**src/rtl/dl_pkg.sv**
```systemverilog
package dl_pkg;
  typedef enum logic [3:0] {
    ST_WAIT      = 4'd0,
    ST_BEGIN_PRG = 4'd1,
    ST_BEGIN_VFY = 4'd2,
    ST_READ      = 4'd3,
    ST_WRITE     = 4'd4,
    ST_VERIFY    = 4'd5,
    ST_E_OFFSET  = 4'd6,
    ST_E_COUNT   = 4'd7,
    ST_E_CSUM    = 4'd8,
    ST_E_ERASE   = 4'd9,
    ST_E_VOLT    = 4'd10,
    ST_E_PROT    = 4'd11,
    ST_E_PROG    = 4'd12,
    ST_E_VMIS    = 4'd13
  } status_e;

  typedef enum logic [2:0] {
    P_HDR, P_OP, P_OFF, P_CNT, P_DATA, P_CSUM, P_SEQ, P_ERR
  } phase_e;

  localparam logic [7:0] CH_M = 8'h4D;
  localparam logic [7:0] CH_P = 8'h50;
  localparam logic [7:0] CH_T = 8'h54;
  localparam logic [7:0] CH_X = 8'h21;
  localparam logic [7:0] CH_V = 8'h56;
endpackage

```
**src/rtl/dl_debounce.sv**
```systemverilog
module dl_debounce #(
  parameter int DEB_CYCLES = 500000
) (
  input  logic clk_i,
  input  logic rst_ni,
  input  logic btn_i,
  output logic press_o
);
  localparam int CW = $clog2(DEB_CYCLES + 1);

  logic s1_q, s2_q, stable_q, press_q;
  logic [CW-1:0] cnt_q;

  always_ff @(posedge clk_i or negedge rst_ni) begin
    if (!rst_ni) begin
      s1_q <= 1'b0; s2_q <= 1'b0; stable_q <= 1'b0;
      cnt_q <= '0; press_q <= 1'b0;
    end else begin
      s1_q    <= btn_i;
      s2_q    <= s1_q;
      press_q <= 1'b0;
      if (s2_q == stable_q) begin
        cnt_q <= '0;
      end else if (cnt_q == CW'(DEB_CYCLES - 1)) begin
        cnt_q    <= '0;
        stable_q <= s2_q;
        press_q  <= s2_q;
      end else begin
        cnt_q <= cnt_q + 1'b1;
      end
    end
  end

  assign press_o = press_q;

  a_r11_press_single: assert property (@(posedge clk_i) disable iff (!rst_ni)
    press_o |=> !press_o);
endmodule

```
**src/rtl/dl_word_asm.sv**
```systemverilog
module dl_word_asm (
  input  logic        clk_i,
  input  logic        rst_ni,
  input  logic        clr_i,
  input  logic        take_i,
  input  logic [7:0]  byte_i,
  output logic        done_o,
  output logic [31:0] word_o
);
  logic [1:0]  idx_q;
  logic [23:0] acc_q;

  always_ff @(posedge clk_i or negedge rst_ni) begin
    if (!rst_ni) begin
      idx_q <= '0;
      acc_q <= '0;
    end else if (clr_i) begin
      idx_q <= '0;
    end else if (take_i) begin
      idx_q <= idx_q + 1'b1;
      case (idx_q)
        2'd0:    acc_q[7:0]   <= byte_i;
        2'd1:    acc_q[15:8]  <= byte_i;
        2'd2:    acc_q[23:16] <= byte_i;
        default: ;
      endcase
    end
  end

  assign done_o = take_i && !clr_i && (idx_q == 2'd3);
  assign word_o = {byte_i, acc_q};
endmodule

```
**src/rtl/dl_range_chk.sv**
```systemverilog
module dl_range_chk #(
  parameter int BLK_BYTES_LOG2 = 18,
  parameter int FLASH_BLOCKS   = 64
) (
  input  logic [31:0] offset_i,
  input  logic [7:0]  count_i,
  output logic        off_bad_o,
  output logic        cnt_bad_o
);
  localparam int SUM_W = ((32 > 8 + BLK_BYTES_LOG2) ? 32 : 8 + BLK_BYTES_LOG2) + 1;
  localparam logic [SUM_W-1:0] FLASH_BYTES = SUM_W'(FLASH_BLOCKS) << BLK_BYTES_LOG2;

  logic [SUM_W-1:0] off_w, end_w;

  always_comb begin
    off_w     = SUM_W'(offset_i);
    end_w     = off_w + (SUM_W'(count_i) << BLK_BYTES_LOG2);
    off_bad_o = (off_w >= FLASH_BYTES) || (offset_i[BLK_BYTES_LOG2-1:0] != '0);
    cnt_bad_o = (count_i == 8'd0) || (end_w > FLASH_BYTES);
  end
endmodule

```
**src/rtl/dl_cmd_parser.sv**
```systemverilog
module dl_cmd_parser
  import dl_pkg::*;
#(
  parameter int BLK_WORDS_LOG2 = 16,
  parameter int FLASH_BLOCKS   = 64,
  parameter int DEB_CYCLES     = 500000
) (
  input  logic        clk_i,
  input  logic        rst_ni,
  input  logic        byte_valid_i,
  input  logic [7:0]  byte_i,
  output logic        byte_ready_o,
  input  logic        btn_i,
  input  logic        seq_vphase_i,
  input  logic        seq_done_i,
  input  logic [2:0]  seq_err_i,
  output logic        word_valid_o,
  output logic [31:0] word_o,
  output logic        cmd_valid_o,
  output logic        cmd_prog_o,
  output logic [31:0] cmd_addr_o,
  output logic [3:0]  status_o
);
  localparam int BLK_BYTES_LOG2 = BLK_WORDS_LOG2 + 2;
  localparam logic [31:0] BLK_BYTES = 32'(1) << BLK_BYTES_LOG2;
  localparam logic [31:0] FLASH_LIM = 32'(FLASH_BLOCKS) << BLK_BYTES_LOG2;

  phase_e  ph_q;
  status_e st_q;
  logic [1:0]  hdr_idx_q;
  logic        prog_q, cmd_q;
  logic [31:0] off_q, addr_q, csum_q;
  logic [7:0]  left_q;
  logic [BLK_WORDS_LOG2-1:0] widx_q;

  logic take, asm_take, asm_done, press, off_bad, cnt_bad;
  logic [31:0] asm_word;

  function automatic logic [7:0] hdr_char(input logic [1:0] i);
    case (i)
      2'd0:    return CH_M;
      2'd1:    return CH_P;
      2'd2:    return CH_T;
      default: return CH_X;
    endcase
  endfunction

  function automatic status_e seq_code(input logic [2:0] e);
    case (e)
      3'd1:    return ST_E_ERASE;
      3'd2:    return ST_E_VOLT;
      3'd3:    return ST_E_PROT;
      3'd4:    return ST_E_PROG;
      default: return ST_E_VMIS;
    endcase
  endfunction

  assign byte_ready_o = (ph_q != P_SEQ) && (ph_q != P_ERR);
  assign take         = byte_valid_i && byte_ready_o;
  assign asm_take     = take && (ph_q == P_OFF || ph_q == P_DATA || ph_q == P_CSUM);

  dl_word_asm i_asm (
    .clk_i, .rst_ni,
    .clr_i  (ph_q == P_HDR),
    .take_i (asm_take),
    .byte_i (byte_i),
    .done_o (asm_done),
    .word_o (asm_word)
  );

  // count byte is checked in the cycle it arrives, against the held offset
  dl_range_chk #(.BLK_BYTES_LOG2(BLK_BYTES_LOG2), .FLASH_BLOCKS(FLASH_BLOCKS)) i_rng (
    .offset_i  ((ph_q == P_OFF) ? asm_word : off_q),
    .count_i   (byte_i),
    .off_bad_o (off_bad),
    .cnt_bad_o (cnt_bad)
  );

  dl_debounce #(.DEB_CYCLES(DEB_CYCLES)) i_deb (
    .clk_i, .rst_ni, .btn_i, .press_o(press)
  );

  always_ff @(posedge clk_i or negedge rst_ni) begin
    if (!rst_ni) begin
      ph_q <= P_HDR; st_q <= ST_WAIT; hdr_idx_q <= '0; prog_q <= 1'b0;
      cmd_q <= 1'b0; off_q <= '0; addr_q <= '0; csum_q <= '0;
      left_q <= '0; widx_q <= '0;
    end else begin
      cmd_q <= 1'b0;
      case (ph_q)
        P_HDR: if (take) begin
          if (byte_i == hdr_char(hdr_idx_q)) begin
            hdr_idx_q <= hdr_idx_q + 1'b1;
            if (hdr_idx_q == 2'd3) ph_q <= P_OP;
          end else begin
            hdr_idx_q <= '0;
          end
        end
        P_OP: if (take) begin
          if (byte_i == CH_P) begin
            prog_q <= 1'b1; st_q <= ST_BEGIN_PRG; ph_q <= P_OFF;
          end else if (byte_i == CH_V) begin
            prog_q <= 1'b0; st_q <= ST_BEGIN_VFY; ph_q <= P_OFF;
          end else begin
            ph_q <= P_HDR;
          end
        end
        P_OFF: if (asm_done) begin
          off_q <= asm_word;
          if (off_bad) begin
            st_q <= ST_E_OFFSET; ph_q <= P_ERR;
          end else begin
            ph_q <= P_CNT;
          end
        end
        P_CNT: if (take) begin
          if (cnt_bad) begin
            st_q <= ST_E_COUNT; ph_q <= P_ERR;
          end else begin
            left_q <= byte_i; addr_q <= off_q; csum_q <= '0; widx_q <= '0;
            st_q <= ST_READ; ph_q <= P_DATA;
          end
        end
        P_DATA: if (asm_done) begin
          csum_q <= csum_q + asm_word;
          widx_q <= widx_q + 1'b1;
          if (widx_q == '1) ph_q <= P_CSUM;
        end
        P_CSUM: if (asm_done) begin
          if (asm_word == csum_q) begin
            cmd_q <= 1'b1;
            st_q  <= prog_q ? ST_WRITE : ST_VERIFY;
            ph_q  <= P_SEQ;
          end else begin
            st_q <= ST_E_CSUM; ph_q <= P_ERR;
          end
        end
        P_SEQ: begin
          if (seq_done_i) begin
            if (seq_err_i != 3'd0) begin
              st_q <= seq_code(seq_err_i); ph_q <= P_ERR;
            end else if (left_q == 8'd1) begin
              st_q <= ST_WAIT; ph_q <= P_HDR; hdr_idx_q <= '0;
            end else begin
              left_q <= left_q - 1'b1; addr_q <= addr_q + BLK_BYTES;
              csum_q <= '0; widx_q <= '0; st_q <= ST_READ; ph_q <= P_DATA;
            end
          end else if (prog_q && seq_vphase_i) begin
            st_q <= ST_VERIFY;
          end
        end
        default: if (press) begin
          st_q <= ST_WAIT; ph_q <= P_HDR; hdr_idx_q <= '0;
        end
      endcase
    end
  end

  assign word_valid_o = asm_done && (ph_q == P_DATA);
  assign word_o       = asm_word;
  assign cmd_valid_o  = cmd_q;
  assign cmd_prog_o   = prog_q;
  assign cmd_addr_o   = addr_q;
  assign status_o     = st_q;

  a_r7_cmd_pulse: assert property (@(posedge clk_i) disable iff (!rst_ni)
    cmd_valid_o |=> !cmd_valid_o);
  a_r7_cmd_after_csum: assert property (@(posedge clk_i) disable iff (!rst_ni)
    asm_done && ph_q == P_CSUM && asm_word != csum_q |=> !cmd_valid_o);
  a_r10_addr_in_range: assert property (@(posedge clk_i) disable iff (!rst_ni)
    cmd_valid_o |-> (cmd_addr_o[BLK_BYTES_LOG2-1:0] == '0) && (cmd_addr_o < FLASH_LIM));
  a_r6_word_only_reading: assert property (@(posedge clk_i) disable iff (!rst_ni)
    word_valid_o |-> status_o == ST_READ);
  a_r8_no_byte_in_seq: assert property (@(posedge clk_i) disable iff (!rst_ni)
    cmd_valid_o |-> !byte_ready_o);
  a_r11_err_hold: assert property (@(posedge clk_i) disable iff (!rst_ni)
    (ph_q == P_ERR && !press) |=> (ph_q == P_ERR) && $stable(status_o));
endmodule

```
**config.mk**
```make
export PLATFORM = sky130hd
export DESIGN_NAME = dl_cmd_parser
export DESIGN_NICKNAME = d
export VERILOG_FILES = /design/src/rtl/dl_pkg.sv /design/src/rtl/dl_debounce.sv /design/src/rtl/dl_word_asm.sv /design/src/rtl/dl_range_chk.sv /design/src/rtl/dl_cmd_parser.sv
export SDC_FILE = /design/constraint.sdc
export NUM_CORES = 1
export LEC_CHECK = 0
export ABC_AREA = 1
export BUFFER_PORTS_ARGS = -buffer_cell sky130_fd_sc_hd__buf_2
export CAP_MARGIN = 20
export CORE_MARGIN = 4
export CORE_UTILIZATION = 45
export CTS_CLUSTER_SIZE = 30
export DETAILED_ROUTE_END_ITERATION = 16
export GPL_TIMING_DRIVEN = 0
export HOLD_SLACK_MARGIN = 0.08
export PLACE_DENSITY_LB_ADDON = 0.05
export SLEW_MARGIN = 25
export SYNTH_ARGS = -nofsm -noshare
export SYNTH_HDL_FRONTEND = slang
export SYNTH_SLANG_ARGS = --single-unit
```
**constraint.sdc**
```tcl
create_clock -name clk_i -period 7 [get_ports clk_i]
set_clock_uncertainty 0.15 [all_clocks]
set_input_delay 0.35 -clock clk_i [delete_from_list [all_inputs] [get_ports clk_i]]
set_output_delay 0.35 -clock clk_i [all_outputs]
set_load 0.005 [all_outputs]
```
# [Yosys cells after proc, flatten, opt, wreduce, memory -nomap -nowiden]
# Cells that the tools add are included.
[word_totals] ff_bits=180 latchBits=0 ram_bits=0 romBits=0 inputBits=17 out_inout_bits=72 wordCells=198 memories=0
[op_classes] addsub=8 multipliers=0 n_div=0 n_lt_le_gt_ge=2 n_eq_ne=43 n_shift=0 muxes=84 bitwise=4 reduce_logical=38
[ops] cell="two-way mux 32 bit" count=12
[ops] cell="two-way mux 16 bit" count=6
[ops] cell="case mux 32 bit (3 select lines)" count=1
[ops] cell="case mux 32 bit (2 select lines)" count=1
[ops] cell="two-way mux 8 bit" count=7
[ops] cell="two-way mux 4 bit" count=12
[ops] cell="case mux 16 bit (3 select lines)" count=1
[ops] cell="two-way mux 3 bit" count=15
[ops] cell="two-way mux 19 bit" count=2
[ops] cell="adder 32 x 26 -> 33 bit" count=1
[ops] cell="> comparator 33 x 25 -> 1 bit, second input constant" count=1
[ops] cell="adder 32 x 19 -> 32 bit, second input constant" count=1
[ops] cell="adder 32 bit" count=1
[ops] cell="== test 32 bit" count=1
[ops] cell="greater-or-equal comparator 32 x 25 -> 1 bit, second input constant" count=1
[ops] cell="inequality test 2 bit, second input constant" count=14
[ops] cell="two-way mux 2 bit" count=12
[ops] cell="case mux 4 bit (6 select lines)" count=1
[ops] cell="case mux 3 bit (7 select lines)" count=1
[ops] cell="case mux 7 bit (3 select lines)" count=1
[ops] cell="adder 19 x 1 -> 19 bit, second input constant" count=1
[ops] cell="== test 19 bit, second input constant" count=1
[ops] cell="nonzero test 18 bit" count=1
[ops] cell="adder 16 x 1 -> 16 bit, second input constant" count=1
[ops] cell="37 further kinds" count=83

# [Depth between registers and ports, before layout]
[logic_depth] word_depth=9 mapped_depth=27 ltp_nobuf=23

# [By module]
# A second synthesis with hierarchy kept.
[hier_totals] cells_unflattened=1862 area_unflattened_um2=12502.0
[by_module_without_submodules] mod="dl_cmd_parser" n_inst=1 cells_each=1440 area_per_inst_um2=9336.5 seq_area_each_um2=3278.1
[by_module_without_submodules] mod="dl_word_asm" n_inst=1 cells_each=134 area_per_inst_um2=1231.2 seq_area_each_um2=650.6
[by_module_without_submodules] mod="dl_debounce" n_inst=1 cells_each=149 area_per_inst_um2=1223.7 seq_area_each_um2=575.6
[by_module_without_submodules] mod="dl_range_chk" n_inst=1 cells_each=139 area_per_inst_um2=710.7 seq_area_each_um2=0.0

# [Worst setup path before layout]
# OpenSTA, ideal clock, no wires.
[synth_timing] path_kind="flip-flop to flip-flop" from="register ph_q[0]" to="register widx_q[15]" setup_ns=0.117 arrival_time_ns=3.096 t_required_ns=6.733 slack_ns=3.637 stages_incl_launch_ff=26 path_buffers=5 synth_period_minus_slack_ns=3.363 cell_sequence="dfrtp_1 -> buf_4 -> inv_2 -> nand3_2 -> buf_6 -> clkbuf_1 -> nand2_1 -> o21ai_0 -> ha_1 -> fa_1 -> nand3_1 -> nand2_1 -> nand2_1 -> nand2_1 -> nand3b_1 -> nand2_1 -> inv_1 -> nand3_1 -> nor2_1 -> nand3_1 -> nand2_2 -> nand3_2 -> buf_6 -> buf_6 -> nand2_1 -> nand2_1"
[synth_via] elab_chain_cells=8 elab_cells_between_ends=29
[synth_lines] item="start: declaration" line="dl_cmd_parser.sv:28" rtl="phase_e ph_q;"
[synth_lines] item="start signal: assignment" line="dl_cmd_parser.sv:85" rtl="ph_q <= P_HDR; st_q <= ST_WAIT; hdr_idx_q <= '0; prog_q <= 1'b0;"
[synth_lines] item="start signal: assignment" line="dl_cmd_parser.sv:94" rtl="if (hdr_idx_q == 2'd3) ph_q <= P_OP;"
[synth_lines] item="start signal: assignment" line="dl_cmd_parser.sv:101" rtl="prog_q <= 1'b1; st_q <= ST_BEGIN_PRG; ph_q <= P_OFF;"
[synth_lines] item="branches (longest 8 deep; another with adder 32 x 26 -> 33 bit)"
[synth_lines] item="end signal: assignment" line="dl_cmd_parser.sv:126" rtl="widx_q <= widx_q + 1'b1;"
[synth_lines] item="end: declaration" line="dl_cmd_parser.sv:34" rtl="logic [BLK_WORDS_LOG2-1:0] widx_q;"
# Parallel ways; which one is timed is not known.
# A chain may end at the register's enable or synchronous reset.

# [Final worst setup path]
[layout_timing] from="register ph_q[2]" to="register csum_q[29]"
[layout_via] elab_chain_cells=8 elab_cells_between_ends=29
[layout_lines] item="branches (longest 8 deep; another with adder 32 x 26 -> 33 bit)"
[layout_lines] item="end signal: assignment" line="dl_cmd_parser.sv:125" rtl="csum_q <= csum_q + asm_word;"
[layout_lines] item="end: declaration" line="dl_cmd_parser.sv:32" rtl="logic [31:0] off_q, addr_q, csum_q;"
# Parallel ways; which one is timed is not known.

==> results.md <==
Floorplan:
- The floorplan core area is 0.0245 mm².
- The floorplan step defined a die boundary enclosing 0.0278 mm².
- The horizontal extent of the die is 167 µm.
- The I/O pin total is 89.
- The starting density of the core is 46.3%.
- The vertical extent of the die is 167 µm.
- The initialized floorplan defines 57 standard-cell rows.

Place:
- Detailed placement ended at an HPWL of 25.4 mm.
- The count of buffers added on input and output ports is 88.
- Routability-driven placement finished with a final weighted congestion of 0.938.
- The placement-stage cell area is 0.0123 mm².

Drt:
- Routed signal wires occupy layers up through met4.
- The detail route stage leaves a number of antenna-violating nets equal to 0.
- The met2 wirelength from detailed routing is 14.8 mm.
- After detailed routing, the number of vias per cell comes to 5.25.
- The via count is 10600.
- The initial DRC count is 882.
- The wire length on met3 is 1.84 mm.
- For this block, wires on met1 add up to 15.7 mm.
- Dividing the detail-routed wire length by the instance count gives 16.4 µm.
- The first detailed-routing pass ran for 8 iterations.
- The DRC violation count after routing is 0.
- The total routed wirelength is 33.1 mm.

Worst setup path:
- The delay of the slowest critical-path stage is 0.50 ns.
- The cell that appears most often on the critical path is nand2_1.
- Along the worst path, the maximum fanout reaches 10.
- The category of the most critical setup path is flop to flop.
- The kind of cell with the highest combined delay on the critical path is simple AND/OR/NAND/NOR gates.
- Among all stages on the critical path, the largest delay is contributed by dfrtp_1.
- Traced cell by cell, the critical path runs through inv_2, nand3_2, buf_6, clkbuf_1, o21ai_0, ha_1, fa_1, nand3_1, nand2_1, nand2_1, nand2_1, nand2_1, nand2_1, nand2_1, nand3_1, nor2_1, nand3_1, nand2_2, nand3_2, buf_6, buf_6, nand2_1, nand2_1.
- The worst setup path is captured at a flop.
- The buffer and inverter count on the worst path is 5.
- The required time of the critical path is 7.17 ns.
- Data arrives at the worst endpoint at 4.33 ns.
- The type of element launching the critical path is a flop.

Hold path:
- In this run the worst hold path is classified as input pin to flop.

STA:
- At the pin with the least slew margin, the transition time is 0.797 ns.
- Across all hold checks on the routed design, the worst slack comes to 0.162 ns.
- The count of pins over their slew limit is 0.
- For this run, the top clock speed supported by timing is 240 MHz.
- Setup repair after global routing left no endpoint under its margin.
- Dividing the final minimum period by the clock period gives 59.5%.
- Headroom to the max-slew limit came out at 46.4%.
- Setup violations remaining at the end of the flow were counted as 0.
- The post-route minimum period is 4.16 ns.
- The final hold violation count is 0.
- Summed over all failing endpoints, the final setup total negative slack is 0 ns.

Synth:
- By instance count, the leading cell after synthesis is nand2_1.
- In this run the mean area of a mapped cell was 7.23 µm².
- The count of yosys warnings during synthesis is 0.
- The area share of the leading cell type in the synthesized netlist is 39.7%.
- After synthesis the cells add up to 0.0114 mm².
- The synthesized design contains 0 enable-type register cells.
- The predominant post-synthesis flop cell is dfrtp_1.
- Synthesis produced a netlist with a net count of 1641.
- Ranked by instance count, the synthesized netlist is headed by nand2_1, dfrtp_1, inv_1.
- The top cell type by total area after synthesis is dfrtp_1.
- The register area share after synthesis is 39.7%.
- Of all flip-flops after synthesis, the portion carrying an async set or reset was 100%.
- The distinct cell type count of the synthesized netlist is 45.
- In the synthesized netlist, the number of instances is 1571.
- Sorting the synthesized cells by area gives the leading types as dfrtp_1, nand2_1, o21ai_0.
- Synthesis inferred 180 register bits.

Clock network:
- The clock latency on the worst-skew pair is 0.44 ns.
- The number of buffers inserted during clock tree synthesis is 17.
- The tree is rooted in a clkbuf_16.
- The number of H-tree branching levels is 4.
- The maximum buffer depth of the clock tree is 2.
- The count of clock tree sinks is 180.
- The post-cts gate resize count is 0.
- The TritonCTS clock tree is done.
- Clock-pin slew was measured on the worst setup and hold paths at 0.07 ns.

Finish:
- For this run, the post-layout net count is 1752.
- 0 antenna diodes ended up in the layout.
- At the end of the flow the core is filled with cells to 52.5%.
- The growth of design area from synthesis to finish is 13.5%.
- The finished cells cover 0.0129 mm².
- The fraction of final layout cells sized beyond drive strength 1 is 10.4%.
- The number of fill cells is 2497.

Global route:
- The first global-routing pass estimated 53.9 mm of wire.
- In the global route stage, overall resource usage came out at 23.8%.
- The number of global-route vias before repair came to 10200.
- Summed over all layers, the global routing overflow is 0.
- Entering global routing, the biggest net connects 76 pins.
- The number of antenna violations at the first check in global routing is 0.

Pwr:
- The total power density per cell area is 171 mW/mm².
- IR analysis of the VDD net gives a maximum drop of 0.107 mV.
- The leakage power of the design is 6.68 nW.
- The fraction of power spent switching nets is 27.8%.
- The proportion of power drawn by combinational gates is 7.4%.
- Cell internal power was estimated by the tool at 0.00159 W.
- The part of the power in registers is 47.8%.
- The overall power after layout is 0.00220 W.
- In this run, the clock network consumes 44.8% of the power.
- Summed over all nets, the switching power comes to 0.000613 W.

Job:
- Across the run, the number of max-cap violations was 0.

Outcome:
- The run finished with clean final reports.
[power groups by stage]
stage	combinational (W)	clock [W]	sequential (W)
finish	0.000163	0.000987	0.00105
global route	0.000184	0.00105	0.00105
CTS	0.000164	0.00101	0.00105
detailed placement	0.000163	0	0.00107
global placement	0.000158	0	0.00107
floorplan	0.0000877	0	0.00107
[metrics by stage]
stage	std cells	worst slack, ns
2_1_floorplan	1571	3.64
3_3_place_gp	1983	2.32
3_5_place_dp	1985	2.90
4_1_cts	2019	2.87
5_1_grt	2019	2.49
6_report	2019	2.84
[repair_timing]
item,CTS,global route
endpoints found under the setup margin,0,0
setup buffers,0,0
hold buffers,2,0
hold endpoints to repair,106,0
[sequential cells by signal (all words and copies together) (netlist names), 3 cells and up]
| register | cells |
|---|---|
| widx_q | 16 |
| cmd_addr_o | 32 |
| i_asm.acc_q | 24 |
| csum_q | 32 |
| i_deb.cnt_q | 19 |
| ph_q | 3 |
| off_q | 32 |
| left_q | 8 |
| status_o | 4 |
[worst register-to-register path, stage by stage, from the launching register on]
cell      delay [ns]
dfrtp_1         0.50
inv_2           0.09
nand3_2         0.15
buf_6           0.18
clkbuf_1        0.31
o21ai_0         0.16
ha_1            0.24
fa_1            0.44
nand3_1         0.12
nand2_1         0.08
nand2_1         0.07
nand2_1         0.17
nand2_1         0.12
nand2_1         0.05
nand2_1         0.06
nand3_1         0.07
nor2_1          0.17
nand3_1         0.17
nand2_2         0.16
nand3_2         0.15
buf_6           0.20
buf_6           0.14
nand2_1         0.06
nand2_1         0.05
[cell usage in the layout, fill, tap and decap left out, types with 3 or more instances in the layout]
master	count
buf_6	6
xnor2_1	15
o21ai_0	136
xor2_1	27
nand2_2	6
inv_8	3
a21oi_1	62
a31oi_1	7
nand4_1	49
buf_2	91
ha_1	51
or2_2	12
nand2_1	509
nor4_1	14
clkbuf_1	29
dfrtp_1	180
inv_1	155
buf_4	12
inv_2	6
o21a_1	6
a221oi_1	3
nand3_1	93
nor3_1	23
clkinv_8	5
nand3b_1	5
inv_6	3
o21bai_1	4
clkbuf_16	17
a21o_1	7
nor2_1	121
[worst paths after layout]
| check | start | endpoint | slack, ns | depth (start not counted) |
|---|---|---|---|---|
| max | ph_q[2] | csum_q[29] | 2.84 | 23 |
| min | seq_done_i | status_o[3] | 0.16 | 3 |
| max reg2reg | ph_q[2] | csum_q[29] | 2.84 | 23 |
| min reg2reg | i_deb.s1_q | i_deb.s2_q | 0.21 | 0 |
| max in group asynchronous | rst_ni | status_o[2] | 5.39 | 4 |
| min in group asynchronous | rst_ni | cmd_addr_o[10] | 0.22 | 2 |
[area by class of cell]
type,count,area [µm²],share of cell area (%)
Sequential cell,180,4500,35.0
Buffer,50,283,2.20
Clock inverter,13,158,1.22
Clock buffer,19,443,3.44
Inverter,163,612,4.75
Timing Repair Buffer,92,526,4.08
Tap cell,324,405,3.15
Multi-Input combinational cell,1178,5950,46.2
[routing by layer]
| layer | vias to the layer above | global-route usage, % |
|---|---|---|
| met5 | - | 0 |
| met4 | 0 | 6.97 |
| met3 | 50 | 3.86 |
| met2 | 275 | 37.3 |
| met1 | 4889 | 34.2 |
| li1 | 5376 | - |
[kinds of logic (layout without fill, tap and decap cells)]
family          count (synthesis)  count (layout)  share of synthesized area, %
compound gates                240             240                          11.6
buf+inv                       213             337                          7.88
xor+xnor                       42              42                          3.24
simple gates                  843             843                          31.7
fa+ha+maj                      53              53                          5.97
flops                         180             180                          39.7
Power figures use the tool's default switching activity.
